==> src/rtl/sync_cond_pkg.sv <==
package sync_cond_pkg;
  typedef enum logic {SRC_PIN = 1'b0, SRC_SEP = 1'b1} vs_src_e;
endpackage

==> src/rtl/sync_pol_det.sv <==
module sync_pol_det #(
  parameter int CNT_W = 16
) (
  input  logic clk_i,
  input  logic rst_ni,
  input  logic sync_i,
  output logic act_high_o
);
  localparam logic [CNT_W-1:0] ONE = CNT_W'(1);

  logic             prev_q, seen_q, det_q;
  logic [CNT_W-1:0] hi_cnt_q, lo_cnt_q;
  logic             rise;

  assign rise = sync_i & ~prev_q;

  always_ff @(posedge clk_i or negedge rst_ni) begin
    if (!rst_ni) begin
      prev_q   <= 1'b0;
      seen_q   <= 1'b0;
      det_q    <= 1'b1;
      hi_cnt_q <= '0;
      lo_cnt_q <= '0;
    end else begin
      prev_q <= sync_i;
      if (rise) begin
        // first rise only opens a measurement window
        if (seen_q) det_q <= !(hi_cnt_q > lo_cnt_q);
        seen_q   <= 1'b1;
        hi_cnt_q <= ONE;
        lo_cnt_q <= '0;
      end else if (sync_i) begin
        if (!(&hi_cnt_q)) hi_cnt_q <= hi_cnt_q + ONE;
      end else begin
        if (!(&lo_cnt_q)) lo_cnt_q <= lo_cnt_q + ONE;
      end
    end
  end

  assign act_high_o = det_q;
endmodule

==> src/rtl/hs_regen.sv <==
module hs_regen #(
  parameter int W = 8
) (
  input  logic         clk_i,
  input  logic         rst_ni,
  input  logic         line_ref_i,
  input  logic [W-1:0] width_i,
  output logic         pulse_o
);
  logic [W-1:0] cnt_q;

  always_ff @(posedge clk_i or negedge rst_ni) begin
    if (!rst_ni)            cnt_q <= '0;
    else if (line_ref_i)    cnt_q <= width_i;
    else if (cnt_q != '0)   cnt_q <= cnt_q - W'(1);
  end

  assign pulse_o = (cnt_q != '0);
endmodule

==> src/rtl/vs_src_sel.sv <==
module vs_src_sel
  import sync_cond_pkg::*;
#(
  parameter int TIMEOUT = 4096
) (
  input  logic    clk_i,
  input  logic    rst_ni,
  input  logic    pin_i,
  input  logic    ovr_i,
  input  logic    usr_i,
  output vs_src_e src_o
);
  localparam int TO_W = $clog2(TIMEOUT + 1);
  localparam logic [TO_W-1:0] LAST = TO_W'(TIMEOUT - 1);

  logic            pin_q, active_q;
  logic [TO_W-1:0] idle_q;
  vs_src_e         src_q;

  always_ff @(posedge clk_i or negedge rst_ni) begin
    if (!rst_ni) begin
      pin_q    <= 1'b0;
      active_q <= 1'b0;
      idle_q   <= '0;
    end else begin
      pin_q <= pin_i;
      if (pin_i != pin_q) begin
        idle_q   <= '0;
        active_q <= 1'b1;
      end else if (idle_q == LAST) begin
        active_q <= 1'b0;
      end else begin
        idle_q <= idle_q + TO_W'(1);
      end
    end
  end

  always_ff @(posedge clk_i or negedge rst_ni) begin
    if (!rst_ni)    src_q <= SRC_SEP;
    else if (ovr_i) src_q <= vs_src_e'(usr_i);
    else            src_q <= active_q ? SRC_PIN : SRC_SEP;
  end

  assign src_o = src_q;
endmodule

==> src/rtl/vs_align.sv <==
module vs_align (
  input  logic clk_i,
  input  logic rst_ni,
  input  logic vs_norm_i,
  input  logic filt_en_i,
  input  logic line_ref_i,
  output logic vs_o
);
  logic vs_q;

  always_ff @(posedge clk_i or negedge rst_ni) begin
    if (!rst_ni)                       vs_q <= 1'b0;
    else if (!filt_en_i || line_ref_i) vs_q <= vs_norm_i;
  end

  assign vs_o = vs_q;
endmodule

==> src/rtl/sync_cond.sv <==
module sync_cond
  import sync_cond_pkg::*;
#(
  parameter int HS_W        = 8,
  parameter int HS_CNT_W    = 16,
  parameter int VS_CNT_W    = 24,
  parameter int SRC_TIMEOUT = 4096
) (
  input  logic            clk_i,
  input  logic            rst_ni,
  input  logic            hs_i,
  input  logic            vs_i,
  input  logic            sep_vs_i,
  input  logic            line_ref_i,
  input  logic            hs_pol_ovr_i,
  input  logic            hs_pol_usr_i,
  input  logic            hs_out_pol_i,
  input  logic [HS_W-1:0] hs_width_i,
  input  logic            vs_src_ovr_i,
  input  logic            vs_src_usr_i,
  input  logic            vs_pol_ovr_i,
  input  logic            vs_pol_usr_i,
  input  logic            vs_out_pol_i,
  input  logic            vs_filt_en_i,
  output logic            hs_o,
  output logic            vs_o,
  output logic            hs_act_high_o,
  output logic            vs_act_high_o,
  output logic            vs_src_sep_o
);
  logic    hs_pulse, hs_det_high, vs_det_high;
  logic    vs_sel_raw, vs_norm, vs_aligned;
  vs_src_e vs_src;

  sync_pol_det #(.CNT_W(HS_CNT_W)) u_hs_det (
    .clk_i, .rst_ni, .sync_i(hs_i), .act_high_o(hs_det_high)
  );

  hs_regen #(.W(HS_W)) u_hs_regen (
    .clk_i, .rst_ni, .line_ref_i, .width_i(hs_width_i), .pulse_o(hs_pulse)
  );

  vs_src_sel #(.TIMEOUT(SRC_TIMEOUT)) u_vs_src (
    .clk_i, .rst_ni, .pin_i(vs_i), .ovr_i(vs_src_ovr_i),
    .usr_i(vs_src_usr_i), .src_o(vs_src)
  );

  assign vs_sel_raw = (vs_src == SRC_SEP) ? sep_vs_i : vs_i;

  sync_pol_det #(.CNT_W(VS_CNT_W)) u_vs_det (
    .clk_i, .rst_ni, .sync_i(vs_sel_raw), .act_high_o(vs_det_high)
  );

  assign hs_act_high_o = hs_pol_ovr_i ? hs_pol_usr_i : hs_det_high;
  assign vs_act_high_o = vs_pol_ovr_i ? vs_pol_usr_i : vs_det_high;
  assign vs_norm       = vs_act_high_o ? vs_sel_raw : ~vs_sel_raw;

  vs_align u_vs_align (
    .clk_i, .rst_ni, .vs_norm_i(vs_norm), .filt_en_i(vs_filt_en_i),
    .line_ref_i, .vs_o(vs_aligned)
  );

  assign hs_o         = hs_out_pol_i ? hs_pulse : ~hs_pulse;
  assign vs_o         = vs_out_pol_i ? vs_aligned : ~vs_aligned;
  assign vs_src_sep_o = (vs_src == SRC_SEP);
endmodule

==> config.mk <==
export PLATFORM = sky130hd
export DESIGN_NAME = sync_cond
export DESIGN_NICKNAME = d
export VERILOG_FILES = /design/src/rtl/sync_cond_pkg.sv /design/src/rtl/sync_pol_det.sv /design/src/rtl/hs_regen.sv /design/src/rtl/vs_src_sel.sv /design/src/rtl/vs_align.sv /design/src/rtl/sync_cond.sv
export SDC_FILE = /design/constraint.sdc
export NUM_CORES = 1
export LEC_CHECK = 0
export BUFFER_PORTS_ARGS = -buffer_cell sky130_fd_sc_hd__clkbuf_2
export CELL_PAD_IN_SITES_DETAIL_PLACEMENT = 0
export CELL_PAD_IN_SITES_GLOBAL_PLACEMENT = 1
export CORE_ASPECT_RATIO = 1.4
export CORE_MARGIN = 2
export CORE_UTILIZATION = 49
export DETAILED_ROUTE_END_ITERATION = 8
export PLACE_DENSITY_LB_ADDON = 0.1
export SYNTH_ARGS = -nofsm -noshare
export SYNTH_HDL_FRONTEND = slang
export SYNTH_SLANG_ARGS = --single-unit
==> constraint.sdc <==
create_clock -name clk_i -period 3 [get_ports clk_i]
set_input_delay 0.6 -clock clk_i [delete_from_list [all_inputs] [get_ports clk_i]]
set_output_delay 0.6 -clock clk_i [all_outputs]
set_load 0.01 [all_outputs]
==> flow_metrics.py <==
metrics = {
    "synthesis": {
        "syn_nets": 820,
        "synth_edf_count": 0,
        "synth_seq_cells": 111,
        "synth_warnings": 0,
        "syn_area_um2": 6880,
        "synth_cell_types": 66,
        "syn_inst": 750,
        "syn_area_per_cell_um2": 9.17,
        "ys_seq_area_frac": 0.405,
        "synth-main-ff-cell": "dfrtp_1",
        "async_flop_share": 1.00,
    },
    "timing": {
        "rsz0062_at_grt": "no",
        "finalHoldViolCount": 0,
        "skew_ns": 0.00872,
        "slew_viol_final": 0,
        "setup_viol": 0,
        "fmax_ghz": 0.359,
        "fin_crit_sh": 0.929,
        "setup_tns_ns": 0,
        "slew_headroom": 0.380,
        "worstMarginPinSlew_ns": 0.929,
        "fin_crit_ns": 2.79,
    },
    "clock_tree": {
        "clk_latency_ns": 0.36,
        "cts_tree": "done",
        "clockRootBuffer": "clkbuf_16",
        "numCtsBuffers": 9,
        "cts_max_level": 3,
        "post_cts_resized": 0,
        "clkTransAtPathRegs_ns": 0.08,
        "cts_setup_buffers": 0,
        "cts.sinks": 111,
        "clockBufferDepth": 2,
        "hold_buffers": 0,
    },
    "setup_path": {
        "critPathKind": "register to output port",
        "crit_fanout": 3,
        "path_cells": "nor4_1, nor4bb_1, xor2_1, clkbuf_2",
        "r2r-end": "u_vs_det.hi_cnt_q[15]",
        "critPathLaunchType": "register",
        "rr_worst_depth": 6,
        "critPathLaunch": "u_hs_regen.cnt_q[4]",
        "r2r_slack_ns": 0.73,
        "endpoint_kind": "output port",
        "cp_num_buf_inv": 1,
        "crit_required_ns": 2.40,
        "critPathTopFamily": "simple AND/OR/NAND/NOR gates",
        "cpPeakStageDelay_ns": 0.56,
        "timing.rr.start": "u_vs_det.hi_cnt_q[1]",
        "slowest_stage": "nor4bb_1",
        "arrival_ns": 2.19,
    },
    "finish": {
        "area_growth_pct": 9.24,
        "finish.net_count": 843,
        "fin_area_um2": 7510,
        "final_util": 0.545,
        "diodes": 0,
        "ff_latch_area_um2": 2780,
        "drive_gt1_frac": 0.102,
        "layout_common_cells": "108 x dfrtp_1, 70 x nand2_1, 59 x nor2_1",
        "fillers": 1286,
        "final_common_cell": "dfrtp_1",
        "multi_input_area_um2": 3790,
    },
    "route": {
        "ant_nets": 0,
        "firstDrtPassIters": 5,
        "wirelength_um": 16300,
        "vias": 5655,
        "drc": 0,
        "vias_per_cell": 5.87,
        "drt_first_iter_violations": 310,
        "drt-wirelength-per-cell_um": 16.9,
    },
    "outcome": {
        "status": "finished, final reports clean",
    },
    "place": {
        "place_hpwl_um": 12100,
        "gp_congestion": 0.797,
        "place_area_um2": 7230,
        "io_buffers": 27,
    },
    "floorplanning": {
        "initial_core_util": 0.499,
        "die_w_um": 104,
        "rows": 51,
        "die-area_um2": 15000,
        "io_pins": 28,
        "die_y_um": 144,
        "core_um2": 13800,
    },
    "pwr": {
        "power.leakage_nw": 3.24,
        "irDropWorstVdd_mv": 0.264,
        "powerDensity_nw_per_um2": 470,
    },
    "grt": {
        "grt_use_total": 0.226,
        "overflow": 0,
        "antenna_found_initial": 0,
        "grt_pass1_wl_um": 27400,
        "grt_pass1_vias": 5713,
        "grt_max_degree": 49,
    },
    "job": {
        "maxCapViolations": 0,
    },
    "hold_path": {
        "hold_path.class": "input port to asynchronous set/reset pin",
    },
}
-- logic make-up (layout without fill, tap and decap cells) --
logic type                 after synthesis  in the layout  share of synthesized area
xor gates and xnor gates                40             40                     0.0510
buffers and inverters                   79            107                     0.0444
and+or+nand+nor                        300            300                      0.232
DFF                                    111            111                      0.405
AOI/OAI and AO/OA                      157            157                      0.157
muxes                                   16             16                     0.0258
adders and majority gates               47             47                     0.0855
-- final cells by class --
cell class | instances | area share
inverters | 55 | 0.0275
clock buffers | 11 | 0.0323
flip-flops and latches | 111 | 0.370
well taps | 185 | 0.0308
clock inverters | 5 | 0.00533
repair buffers | 36 | 0.0290
multi-input cells | 560 | 0.505
-- flip-flops by register name, summed over array words and instances (netlist names) --
name / cells
u_hs_det.prev_q: 1
u_hs_det.hi_cnt_q: 16
u_vs_src.active_q: 1
u_vs_src.pin_q: 1
u_vs_det.seen_q: 1
u_vs_det.hi_cnt_q: 24
u_hs_regen.cnt_q: 8
u_vs_src.src_o: 1
u_vs_det.lo_cnt_q: 24
u_hs_det.act_high_o: 1
u_vs_det.act_high_o: 1
u_vs_align.vs_o: 1
u_hs_det.seen_q: 1
u_vs_det.prev_q: 1
u_hs_det.lo_cnt_q: 16
u_vs_src.idle_q: 13
-- where the power goes --
| part | switching, W | leakage, nW | internal, W |
|---|---|---|---|
| sequential | 0.000135 | 1.48 | 0.00161 |
| combinational | 0.000337 | 1.61 | 0.000267 |
| clock | 0.000585 | 0.140 | 0.000596 |
| total | 0.00106 | 3.24 | 0.00247 |
-- how the worst max path moves through the flow --
stage          slack [ns]               endpoint  cells past startpoint
3_5_place_dp         0.65                   hs_o                      4
5_1_grt              0.09                   hs_o                      4
2_1_floorplan        0.92  u_vs_det.lo_cnt_q[19]                      5
4_1_cts              0.23                   hs_o                      4
3_3_place_gp         0.73  u_vs_det.lo_cnt_q[19]                      6
6_report             0.21                   hs_o                      4
-- worst reg2reg max path, cell delays in order (launching register included) --
cell	delay, ns
dfrtp_1	0.45
ha_1	0.25
and3_1	0.20
and4_1	0.27
a211oi_2	0.58
a31oi_1	0.18
a41o_1	0.23
-- synth_stat cells, drive strengths merged, types with 9 or more instances --
library cell    n  share of area
and3            9         0.0082
nand2          70          0.038
a21oi          40          0.029
and4           11          0.015
xnor2          31          0.039
nor3           20          0.015
o31ai          14          0.015
ha             47          0.086
mux2i          12          0.019
or3            13          0.012
or4            12          0.013
nand3          36          0.026
a31oi          11          0.010
o21ai          39          0.032
clkbuf         18          0.010
xor2            9          0.011
nor4           13          0.016
nor2           60          0.033
nand4          29          0.028
o211ai         12          0.013
dfrtp         108           0.39
inv            55          0.030
-- stage by stage --
stage,hold WS (ns),power [W],setup slack (ns),std cells
after detailed placement,0.446,0.00239,0.649,947
final,0.233,0.00353,0.212,963
after global placement,0.429,0.00236,0.732,947
after global routing,0.286,0.00372,0.0856,963
after CTS,0.256,0.00357,0.235,963
after floorplan,0.304,0.00216,0.923,750
-- metal layers --
metal	vias up	GRT usage	wire (µm)
met5	-	0	0
met4	0	0.113	495
met3	37	0.0261	319
met2	91	0.426	8690
met1	2731	0.253	6790
li1	2796	-	-
No activity file was read; power rests on OpenSTA's default activity.
